--- src/rtl/tlm_blk_pkg.sv ---
package tlm_blk_pkg;

    localparam int WORD_W    = 24;
    localparam int HDR_WORDS = 8;
    localparam int CHAN_MAX  = 16;
    localparam int CH_W      = $clog2(CHAN_MAX);
    localparam int BLKNUM_W  = 24;

    localparam logic [WORD_W-1:0] SYNC_LOW  = 24'h36E19C;
    localparam logic [4:0]        SYNC_HIGH = 5'b01001;
    localparam logic [WORD_W-1:0] FILL_WORD = '1;

    typedef enum logic [2:0] {
        PH_IDLE,
        PH_HDR,
        PH_PKT,
        PH_FILL,
        PH_DRAIN
    } phase_e;

    typedef enum logic [1:0] {
        SRC_HDR,
        SRC_PKT,
        SRC_FILL
    } word_src_e;

    typedef struct packed {
        logic [18:0]     mclk;
        logic [23:0]     bmd;
        logic            int_clk;
        logic [CH_W-1:0] nch_m1;
        logic [16:0]     start_sec;
        logic [7:0]      user;
        logic [5:0]      version;
        logic [23:0]     date;
        logic [23:0]     tod;
    } sess_cfg_t;

    function automatic logic [WORD_W-1:0] header_word(
        input sess_cfg_t             c,
        input logic [BLKNUM_W-1:0]   blk,
        input logic [2:0]            sel
    );
        logic [WORD_W-1:0] w;
        unique case (sel)
            3'd0: w = SYNC_LOW;
            3'd1: w = {SYNC_HIGH, c.mclk};
            3'd2: w = blk;
            3'd3: w = c.date;
            3'd4: w = c.tod;
            3'd5: w = c.bmd;
            3'd6: w = {c.int_clk, c.nch_m1, 2'b00, c.start_sec};
            default: w = {c.user, 10'b0, c.version};
        endcase
        return w;
    endfunction

endpackage

--- src/rtl/tlm_blk_hdr.sv ---
module tlm_blk_hdr
    import tlm_blk_pkg::*;
(
    input  logic                  clk,
    input  logic                  rst,
    input  logic                  capture,
    input  sess_cfg_t             cfg_in,
    input  logic [BLKNUM_W-1:0]   blk_num,
    input  logic [2:0]            sel,
    output logic [WORD_W-1:0]     hdr_word,
    output logic [CH_W-1:0]       nch_m1
);

    sess_cfg_t cfg_q;

    always_ff @(posedge clk) begin
        if (rst) begin
            cfg_q <= '0;
        end else if (capture) begin
            cfg_q <= cfg_in;
        end
    end

    always_comb begin
        hdr_word = header_word(cfg_q, blk_num, sel);
        nch_m1   = cfg_q.nch_m1;
    end

    // Held configuration only moves on a capture
    assert_cfg_hold_R6: assert property (@(posedge clk) disable iff (rst)
        !capture |=> cfg_q == $past(cfg_q));

endmodule

--- src/rtl/tlm_blk_seq.sv ---
module tlm_blk_seq
    import tlm_blk_pkg::*;
#(
    parameter int BLOCK_WORDS = 2048,
    parameter int IDX_W       = 11
) (
    input  logic             clk,
    input  logic             rst,
    input  logic             run,
    input  logic             pkt_valid,
    input  logic             pkt_last,
    input  logic [CH_W-1:0]  nch_m1,
    output logic             pkt_ready,
    output logic             emit,
    output word_src_e        src,
    output logic [IDX_W-1:0] widx,
    output logic             capture,
    output logic             idle_clear,
    output logic             blk_end,
    output logic             ovr_hit,
    output logic [CH_W-1:0]  ovr_from
);

    localparam logic [IDX_W-1:0] LAST_IDX = IDX_W'(BLOCK_WORDS - 1);
    localparam logic [IDX_W-1:0] HDR_END  = IDX_W'(HDR_WORDS - 1);

    phase_e          state;
    logic [CH_W-1:0] chan;
    logic            xfer;
    logic            at_last;
    logic            final_pkt;

    always_comb begin
        pkt_ready  = (state == PH_PKT) || (state == PH_DRAIN);
        xfer       = pkt_valid && pkt_ready;
        at_last    = (widx == LAST_IDX);
        final_pkt  = (chan == nch_m1);
        emit       = 1'b0;
        src        = SRC_FILL;
        unique case (state)
            PH_HDR:  begin emit = 1'b1; src = SRC_HDR; end
            PH_PKT:  begin emit = xfer; src = SRC_PKT; end
            PH_FILL: begin emit = 1'b1; src = SRC_FILL; end
            default: ;
        endcase
        capture    = (state == PH_IDLE) && run;
        idle_clear = (state == PH_IDLE) && !run;
        blk_end    = emit && at_last;
        ovr_hit    = (state == PH_PKT) && xfer && at_last && !(pkt_last && final_pkt);
        ovr_from   = pkt_last ? chan + 1'b1 : chan;
    end

    always_ff @(posedge clk) begin
        if (rst) begin
            state <= PH_IDLE;
            widx  <= '0;
            chan  <= '0;
        end else begin
            unique case (state)
                PH_IDLE: begin
                    if (run) begin
                        state <= PH_HDR;
                        widx  <= '0;
                    end
                end
                PH_HDR: begin
                    widx <= widx + 1'b1;
                    if (widx == HDR_END) begin
                        state <= PH_PKT;
                        chan  <= '0;
                    end
                end
                PH_PKT: begin
                    if (xfer) begin
                        if (at_last) begin
                            if (ovr_hit) begin
                                state <= PH_DRAIN;
                                chan  <= ovr_from;
                            end else begin
                                state <= PH_IDLE;
                            end
                        end else begin
                            widx <= widx + 1'b1;
                            if (pkt_last) begin
                                if (final_pkt) state <= PH_FILL;
                                else           chan  <= chan + 1'b1;
                            end
                        end
                    end
                end
                PH_FILL: begin
                    if (at_last) state <= PH_IDLE;
                    else         widx  <= widx + 1'b1;
                end
                PH_DRAIN: begin
                    if (xfer && pkt_last) begin
                        if (final_pkt) state <= PH_IDLE;
                        else           chan  <= chan + 1'b1;
                    end
                end
                default: state <= PH_IDLE;
            endcase
        end
    end

    // After the final word of a block nothing more is emitted for it
    assert_block_close_R1: assert property (@(posedge clk) disable iff (rst)
        blk_end |=> (state == PH_IDLE || state == PH_DRAIN));

    // A block always starts from index zero in the header phase
    assert_block_open_R1: assert property (@(posedge clk) disable iff (rst)
        capture |=> (state == PH_HDR && widx == '0));

    // Draining only ever follows a cut at the block boundary
    assert_drain_entry_R10: assert property (@(posedge clk) disable iff (rst)
        (state == PH_DRAIN && $past(state) != PH_DRAIN) |-> $past(ovr_hit));

endmodule

--- src/rtl/tlm_blk_ovr.sv ---
module tlm_blk_ovr
    import tlm_blk_pkg::*;
(
    input  logic                clk,
    input  logic                rst,
    input  logic                idle_clear,
    input  logic                blk_end,
    input  logic                ovr_hit,
    input  logic [CH_W-1:0]     ovr_from,
    input  logic [CH_W-1:0]     nch_m1,
    output logic [BLKNUM_W-1:0] blk_num,
    output logic [CHAN_MAX-1:0] prev_ovr
);

    logic [CHAN_MAX-1:0] hit_mask;

    generate
        for (genvar n = 0; n < CHAN_MAX; n++) begin : g_mask
            assign hit_mask[n] = ovr_hit
                              && (CH_W'(n) >= ovr_from)
                              && (CH_W'(n) <= nch_m1);
        end
    endgenerate

    always_ff @(posedge clk) begin
        if (rst || idle_clear) begin
            blk_num  <= '0;
            prev_ovr <= '0;
        end else if (blk_end) begin
            blk_num  <= blk_num + 1'b1;
            prev_ovr <= hit_mask;
        end
    end

    // Block number steps by exactly one per completed block
    assert_blk_step_R3: assert property (@(posedge clk) disable iff (rst)
        (blk_end && !idle_clear) |=> blk_num == $past(blk_num) + 1'b1);

    // A clean block leaves an empty overflow mask
    assert_clean_mask_R11: assert property (@(posedge clk) disable iff (rst)
        (blk_end && !ovr_hit) |=> prev_ovr == '0);

    // The cut channel itself is always flagged
    assert_cut_flagged_R11: assert property (@(posedge clk) disable iff (rst)
        (ovr_hit && ovr_from <= nch_m1) |=> $countones(prev_ovr) != 0);

endmodule

--- src/rtl/tlm_block_asm.sv ---
module tlm_block_asm
    import tlm_blk_pkg::*;
#(
    parameter  int BLOCK_WORDS = 2048,
    localparam int IDX_W       = $clog2(BLOCK_WORDS)
) (
    input  logic                clk,
    input  logic                rst,
    input  logic                run,
    input  logic [18:0]         cfg_mclk,
    input  logic [23:0]         cfg_bmd,
    input  logic                cfg_int_clk,
    input  logic [3:0]          cfg_nchan_m1,
    input  logic [16:0]         cfg_start_sec,
    input  logic [7:0]          cfg_user,
    input  logic [5:0]          cfg_version,
    input  logic [23:0]         tc_date,
    input  logic [23:0]         tc_time,
    input  logic [23:0]         pkt_data,
    input  logic                pkt_valid,
    input  logic                pkt_last,
    output logic                pkt_ready,
    output logic [23:0]         out_word,
    output logic                out_valid,
    output logic [IDX_W-1:0]    out_index,
    output logic                out_sob,
    output logic [15:0]         prev_ovr
);

    localparam logic [IDX_W-1:0] HDR_IDX = IDX_W'(HDR_WORDS);

    sess_cfg_t            cfg_in;
    logic                 emit;
    word_src_e            src;
    logic [IDX_W-1:0]     widx;
    logic                 capture;
    logic                 idle_clear;
    logic                 blk_end;
    logic                 ovr_hit;
    logic [CH_W-1:0]      ovr_from;
    logic [CH_W-1:0]      nch_m1;
    logic [BLKNUM_W-1:0]  blk_num;
    logic [WORD_W-1:0]    hdr_word;

    always_comb begin
        cfg_in.mclk      = cfg_mclk;
        cfg_in.bmd       = cfg_bmd;
        cfg_in.int_clk   = cfg_int_clk;
        cfg_in.nch_m1    = cfg_nchan_m1;
        cfg_in.start_sec = cfg_start_sec;
        cfg_in.user      = cfg_user;
        cfg_in.version   = cfg_version;
        cfg_in.date      = tc_date;
        cfg_in.tod       = tc_time;
    end

    tlm_blk_hdr u_hdr (
        .clk      (clk),
        .rst      (rst),
        .capture  (capture),
        .cfg_in   (cfg_in),
        .blk_num  (blk_num),
        .sel      (widx[2:0]),
        .hdr_word (hdr_word),
        .nch_m1   (nch_m1)
    );

    tlm_blk_seq #(
        .BLOCK_WORDS (BLOCK_WORDS),
        .IDX_W       (IDX_W)
    ) u_seq (
        .clk        (clk),
        .rst        (rst),
        .run        (run),
        .pkt_valid  (pkt_valid),
        .pkt_last   (pkt_last),
        .nch_m1     (nch_m1),
        .pkt_ready  (pkt_ready),
        .emit       (emit),
        .src        (src),
        .widx       (widx),
        .capture    (capture),
        .idle_clear (idle_clear),
        .blk_end    (blk_end),
        .ovr_hit    (ovr_hit),
        .ovr_from   (ovr_from)
    );

    tlm_blk_ovr u_ovr (
        .clk        (clk),
        .rst        (rst),
        .idle_clear (idle_clear),
        .blk_end    (blk_end),
        .ovr_hit    (ovr_hit),
        .ovr_from   (ovr_from),
        .nch_m1     (nch_m1),
        .blk_num    (blk_num),
        .prev_ovr   (prev_ovr)
    );

    always_ff @(posedge clk) begin
        if (rst) begin
            out_valid <= 1'b0;
            out_sob   <= 1'b0;
            out_index <= '0;
            out_word  <= '0;
        end else begin
            out_valid <= emit;
            out_sob   <= emit && (widx == '0);
            if (emit) begin
                out_index <= widx;
                unique case (src)
                    SRC_HDR: out_word <= hdr_word;
                    SRC_PKT: out_word <= pkt_data;
                    default: out_word <= FILL_WORD;
                endcase
            end
        end
    end

    // First word of every block carries the low sync pattern
    assert_sync_low_R2: assert property (@(posedge clk) disable iff (rst)
        out_sob |-> (out_valid && out_index == '0 && out_word == SYNC_LOW));

    // Upstream words reach the output unchanged
    assert_passthru_R7: assert property (@(posedge clk) disable iff (rst)
        (out_valid && $past(pkt_valid && pkt_ready)) |-> out_word == $past(pkt_data));

    // No upstream acceptance while header words go out
    assert_hdr_no_ready_R9: assert property (@(posedge clk) disable iff (rst)
        (out_valid && out_index < HDR_IDX) |-> !$past(pkt_ready));

    // Words emitted past the header without a transfer are fill
    assert_fill_ones_R8: assert property (@(posedge clk) disable iff (rst)
        (out_valid && out_index >= HDR_IDX && !$past(pkt_ready)) |-> out_word == FILL_WORD);

    // The last index of a block is never followed directly by another word
    assert_gap_after_last_R1: assert property (@(posedge clk) disable iff (rst)
        (out_valid && out_index == IDX_W'(BLOCK_WORDS - 1)) |=> !out_valid);

endmodule

--- config.mk ---
export PLATFORM = sky130hd
export DESIGN_NAME = tlm_block_asm
export DESIGN_NICKNAME = d
export VERILOG_FILES = /design/src/rtl/tlm_blk_pkg.sv /design/src/rtl/tlm_blk_hdr.sv /design/src/rtl/tlm_blk_seq.sv /design/src/rtl/tlm_blk_ovr.sv /design/src/rtl/tlm_block_asm.sv
export SDC_FILE = /design/constraint.sdc
export NUM_CORES = 1
export LEC_CHECK = 0
export BUFFER_PORTS_ARGS = -buffer_cell sky130_fd_sc_hd__buf_2
export CAP_MARGIN = 0
export CORE_ASPECT_RATIO = 0.75
export CORE_MARGIN = 1
export CORE_UTILIZATION = 40
export DETAILED_ROUTE_END_ITERATION = 7
export PLACE_DENSITY = 0.64
export SLEW_MARGIN = 20
export SYNTH_ARGS = -nofsm -noshare
export SYNTH_HDL_FRONTEND = slang
export SYNTH_SLANG_ARGS = --single-unit
--- constraint.sdc ---
create_clock -name clk -period 3.2 [get_ports clk]
set_input_delay 0.48 -clock clk [delete_from_list [all_inputs] [get_ports clk]]
set_output_delay 0.48 -clock clk [all_outputs]
set_load 0.03 [all_outputs]
==> results.md <==
Clock tree:
- In this run the post-CTS setup repair buffer count came out at 0.
- The insertion delay to the later sink of the worst-skew pair is 0.53 ns.
- The clock input transition at the sequential cells of the worst setup and hold paths is 0.06 ns.
- The number of gates resized after CTS was 0.
- Counting the buffers created by CTS gives 23.
- The buffer levels on the longest clock path is 3.
- Clock tree synthesis selected as its root buffer the cell sky130_fd_sc_hd__clkbuf_16.
- The CTS tree is built.
- In this run the number of H-tree levels came out at 1.
- In this run, post-CTS hold repair placed 0 buffers.
- For this design, the sink count on the clock tree is about 220.

Die:
- The number of standard-cell rows in the floorplan is 49.
- The die height is between 100 and 150 µm.
- The number of ports placed on the die boundary is 210.
- The floorplan step defined a die boundary enclosing 25180 µm².
- After floorplanning, the core was sized to cover about 24000 µm².
- The starting density of the core is 40.84%.
- The die is roughly 180 µm wide.

Yosys:
- The count of warnings emitted by yosys is 0.
- After synthesis the netlist holds a flip-flop and latch count of 222.
- Summed over its instances, the top area cell type makes up 45.28% of the synthesized netlist area.
- Sequential cells were found to cover between 40 and 50% of the synthesized design area.
- The post-synthesis cell type with the largest combined area is sky130_fd_sc_hd__dfxtp_1.
- When the netlist entered floorplanning its net count stood at 1431.
- The post-synthesis instance total is 1268.
- The area of the mapped netlist is 9816 µm².
- The most used flip-flop cell after synthesis is sky130_fd_sc_hd__dfxtp_1.
- The fraction of synthesis flops using an asynchronous set or reset pin is 0%.
- The count of cell types in the netlist is 55.
- In this run, synthesis inferred 0 flip-flops with an integrated enable.
- Averaged over all synthesized cells, the footprint is 7.741 µm².
- In the post-synthesis netlist, the biggest area contributors are sky130_fd_sc_hd__dfxtp_1, sky130_fd_sc_hd__nand2_1, sky130_fd_sc_hd__a21oi_1.

Routing:
- The final route contains a little under 10000 vias.
- Dividing the detail-routed wire length by the instance count gives 18.17 µm.
- The number of iterations in the first detailed-routing pass is 6.
- The detailed router's first-iteration violation count is roughly 930.
- The remaining antenna violation count is 0.
- The via density per instance is 5.485.
- The aggregate routed wire length is 32080 µm.
- The DRC violation count after routing is 0.

GRT:
- Entering global routing, the biggest net connects 150 pins.
- The remaining global-route overflow is 0.
- Global routing used 25.20% of the available tracks across all layers.
- The first global-routing pass estimated 49300 µm of wire.
- The initial antenna violation count is 0.
- The number of global-route vias before repair was slightly below 9000.

STA:
- Setup repair after global routing left no endpoint under its margin.
- The count of endpoints failing setup in the final report is 0.
- The max-slew violation count is 0.
- Across the routed clock network, the largest skew measured is 0.01155 ns.
- The maximum frequency from static timing analysis is ~350 MHz.
- The number of failing hold endpoints at the final stage is 0.
- The worst slew slack as a fraction of its limit is about 46%.
- The clock period could shrink to 2.893 ns.
- Setup total negative slack on the finished layout was measured at 0 ns.
- After layout, the worst setup slack is 0.3069 ns.
- For the pin with the worst max-slew slack, the measured transition is 0.8082 ns.
- The final critical-path share of the clock period is 90.41%.
- The final hold slack is 0.1911 ns.

Critical path:
- The launching element type of the critical path is a flop.
- For the worst setup path, the data arrival time is 3.34 ns.
- The kind of end point of the critical path is a flop.
- The critical path in this run is classified as reg2reg.
- The internal reg-to-reg setup slack is slightly above 0.3 ns.
- At the worst endpoint, the required time is 3.64 ns.
- Of all nets on the critical path, the largest fanout is 11.

Finish:
- In the final layout, the share of cells above drive strength 1 is 20.64%.
- Cells fill 49.45% of the core in the end.
- Counting the fill cells in the layout gives about 2500.
- Excluding fillers, the count of instances in the completed layout stands at 1765.
- The net count reported at finish is 1582.
- The number of diodes added for antenna fixing is 0.
- The layout overhead on the synthesized area is 21.07%.

Power and ir drop:
- The worst vdd rail ir drop is approximately 0.54 mV.
- The power per unit of standard cell area is ~810 nW/µm².
- For this design the static power due to leakage is 4.675 nW.

Placement:
- At the placement stage, the worst setup path has a slack of 0.3767 ns.
- Detailed placement ended at an HPWL of 22610 µm.
- The global placer's final weighted congestion is 0.8832.
- The total instance count after detailed placement is between 1500 and 2000.
- Buffers placed on the I/O ports in this run total 209.

Run status:
- The run finished with clean final reports.

Hold path:
- The class of the most critical hold timing path is in2reg.

Job:
- The max-capacitance violation count is 0.
## flip-flops by register name (all words and copies together), names as in the netlist
signal / flops
u_seq.state: 3
out_valid: 1
u_hdr.nch_m1: 4
out_index: 11
out_word: 24
u_hdr.cfg_q: 123
u_ovr.prev_ovr: 16
out_sob: 1
u_ovr.blk_num: 24
u_seq.chan: 4
u_seq.widx: 11
## synthesized netlist by cell type, types with 2 or more instances
library cell,count
sky130_fd_sc_hd__nand2_1,342
sky130_fd_sc_hd__dfxtp_1,222
sky130_fd_sc_hd__a21oi_1,188
sky130_fd_sc_hd__clkbuf_1,91
sky130_fd_sc_hd__nor2_1,82
sky130_fd_sc_hd__nor3_1,33
sky130_fd_sc_hd__a221oi_1,24
sky130_fd_sc_hd__nand3_1,23
sky130_fd_sc_hd__o21ai_0,23
sky130_fd_sc_hd__xor2_1,20
sky130_fd_sc_hd__mux2_2,19
sky130_fd_sc_hd__nand4_1,19
sky130_fd_sc_hd__a22oi_1,18
sky130_fd_sc_hd__a211oi_1,14
sky130_fd_sc_hd__a222oi_1,14
sky130_fd_sc_hd__inv_1,14
sky130_fd_sc_hd__nand2b_1,12
sky130_fd_sc_hd__xnor2_1,11
sky130_fd_sc_hd__a31oi_1,9
sky130_fd_sc_hd__or3_1,9
sky130_fd_sc_hd__buf_1,7
sky130_fd_sc_hd__ha_1,7
sky130_fd_sc_hd__a221o_1,5
sky130_fd_sc_hd__and2_1,5
sky130_fd_sc_hd__buf_2,5
sky130_fd_sc_hd__nor4_1,5
sky130_fd_sc_hd__a21o_1,4
sky130_fd_sc_hd__nand3b_1,4
sky130_fd_sc_hd__a22o_1,3
sky130_fd_sc_hd__a41o_1,3
sky130_fd_sc_hd__and3_1,3
sky130_fd_sc_hd__or4_1,3
sky130_fd_sc_hd__and4_1,2
sky130_fd_sc_hd__nor2b_1,2
sky130_fd_sc_hd__o22ai_1,2
sky130_fd_sc_hd__or2_2,2
## worst max-delay path, cell delays in order (launching register included)
cell,delay (ns)
sky130_fd_sc_hd__dfxtp_1,0.48
sky130_fd_sc_hd__ha_1,0.29
sky130_fd_sc_hd__nand4_1,0.19
sky130_fd_sc_hd__or3_1,0.56
sky130_fd_sc_hd__or4_1,0.74
sky130_fd_sc_hd__or3_1,0.40
sky130_fd_sc_hd__a21oi_1,0.15
## logic make-up after synthesis
family / synth area share, %
AOI/OAI and AO/OA: 20.10
xor gates and xnor gates: 2.766
adders and majority gates: 0.8922
buffers and inverters: 4.538
DFF: 45.28
muxes: 2.282
and+or+nand+nor: 24.14
## per-layer routing
layer / part of all wire [%] / wire length (µm) / GRT usage, %
met1: 47 / 15010 / 36.81
met3: 8.8 / 2833 / 4.970
met5: 0 / 0 / 0
met2: 41 / 13200 / 36.45
met4: 3.2 / 1035 / 9.074
## per-stage QoR
step	area [µm²]	power, mW
4_1_cts	11880	9.630
2_1_floorplan	9816	5.659
5_1_grt	11880	10.09
6_report	11880	9.613
3_3_place_gp	11090	6.735
3_5_place_dp	11090	6.764
## report_power, final
part           leakage, nW  switching, mW  internal [mW]
combinational         2.47           2.15          0.991
sequential            1.81          0.368           3.23
clock                0.394           1.14           1.73
## final timing paths
kind,from,end,depth (start not counted)
setup / recovery,u_seq.widx[0],u_ovr.blk_num[22],6
setup reg to reg,u_seq.widx[0],u_ovr.blk_num[22],6
hold reg to reg,u_ovr.prev_ovr[11],u_ovr.prev_ovr[11],2
hold / removal,cfg_version[0],u_hdr.cfg_q[48],3
## cell type report
type                            count  area (µm²)  share of cell area [%]
Timing Repair Buffer              229        1236                   10.40
Multi-Input combinational cell    929        4941                   41.58
Inverter                           14       52.55                  0.4422
Sequential cell                   222        4446                   37.41
Tap cell                          331       414.1                   3.485
Clock inverter                      9       148.9                   1.253
Clock buffer                       31       645.6                   5.433
## placed cells by master, fill, tap and decap left out, drive strengths merged, types with 12 or more instances in the layout
master  synthesis  layout
buf            12     229
nor2           82      82
nor3           33      33
a222oi         14      14
o21ai          23      23
dfxtp         222     222
nand3          23      23
nand2b         12      12
nand4          20      20
clkbuf         91      31
a21oi         189     189
mux2           19      19
a211oi         14      14
a22oi          18      18
a221oi         24      24
inv            14      15
nand2         342     342
xor2           20      20
Power figures use the tool's default switching activity.
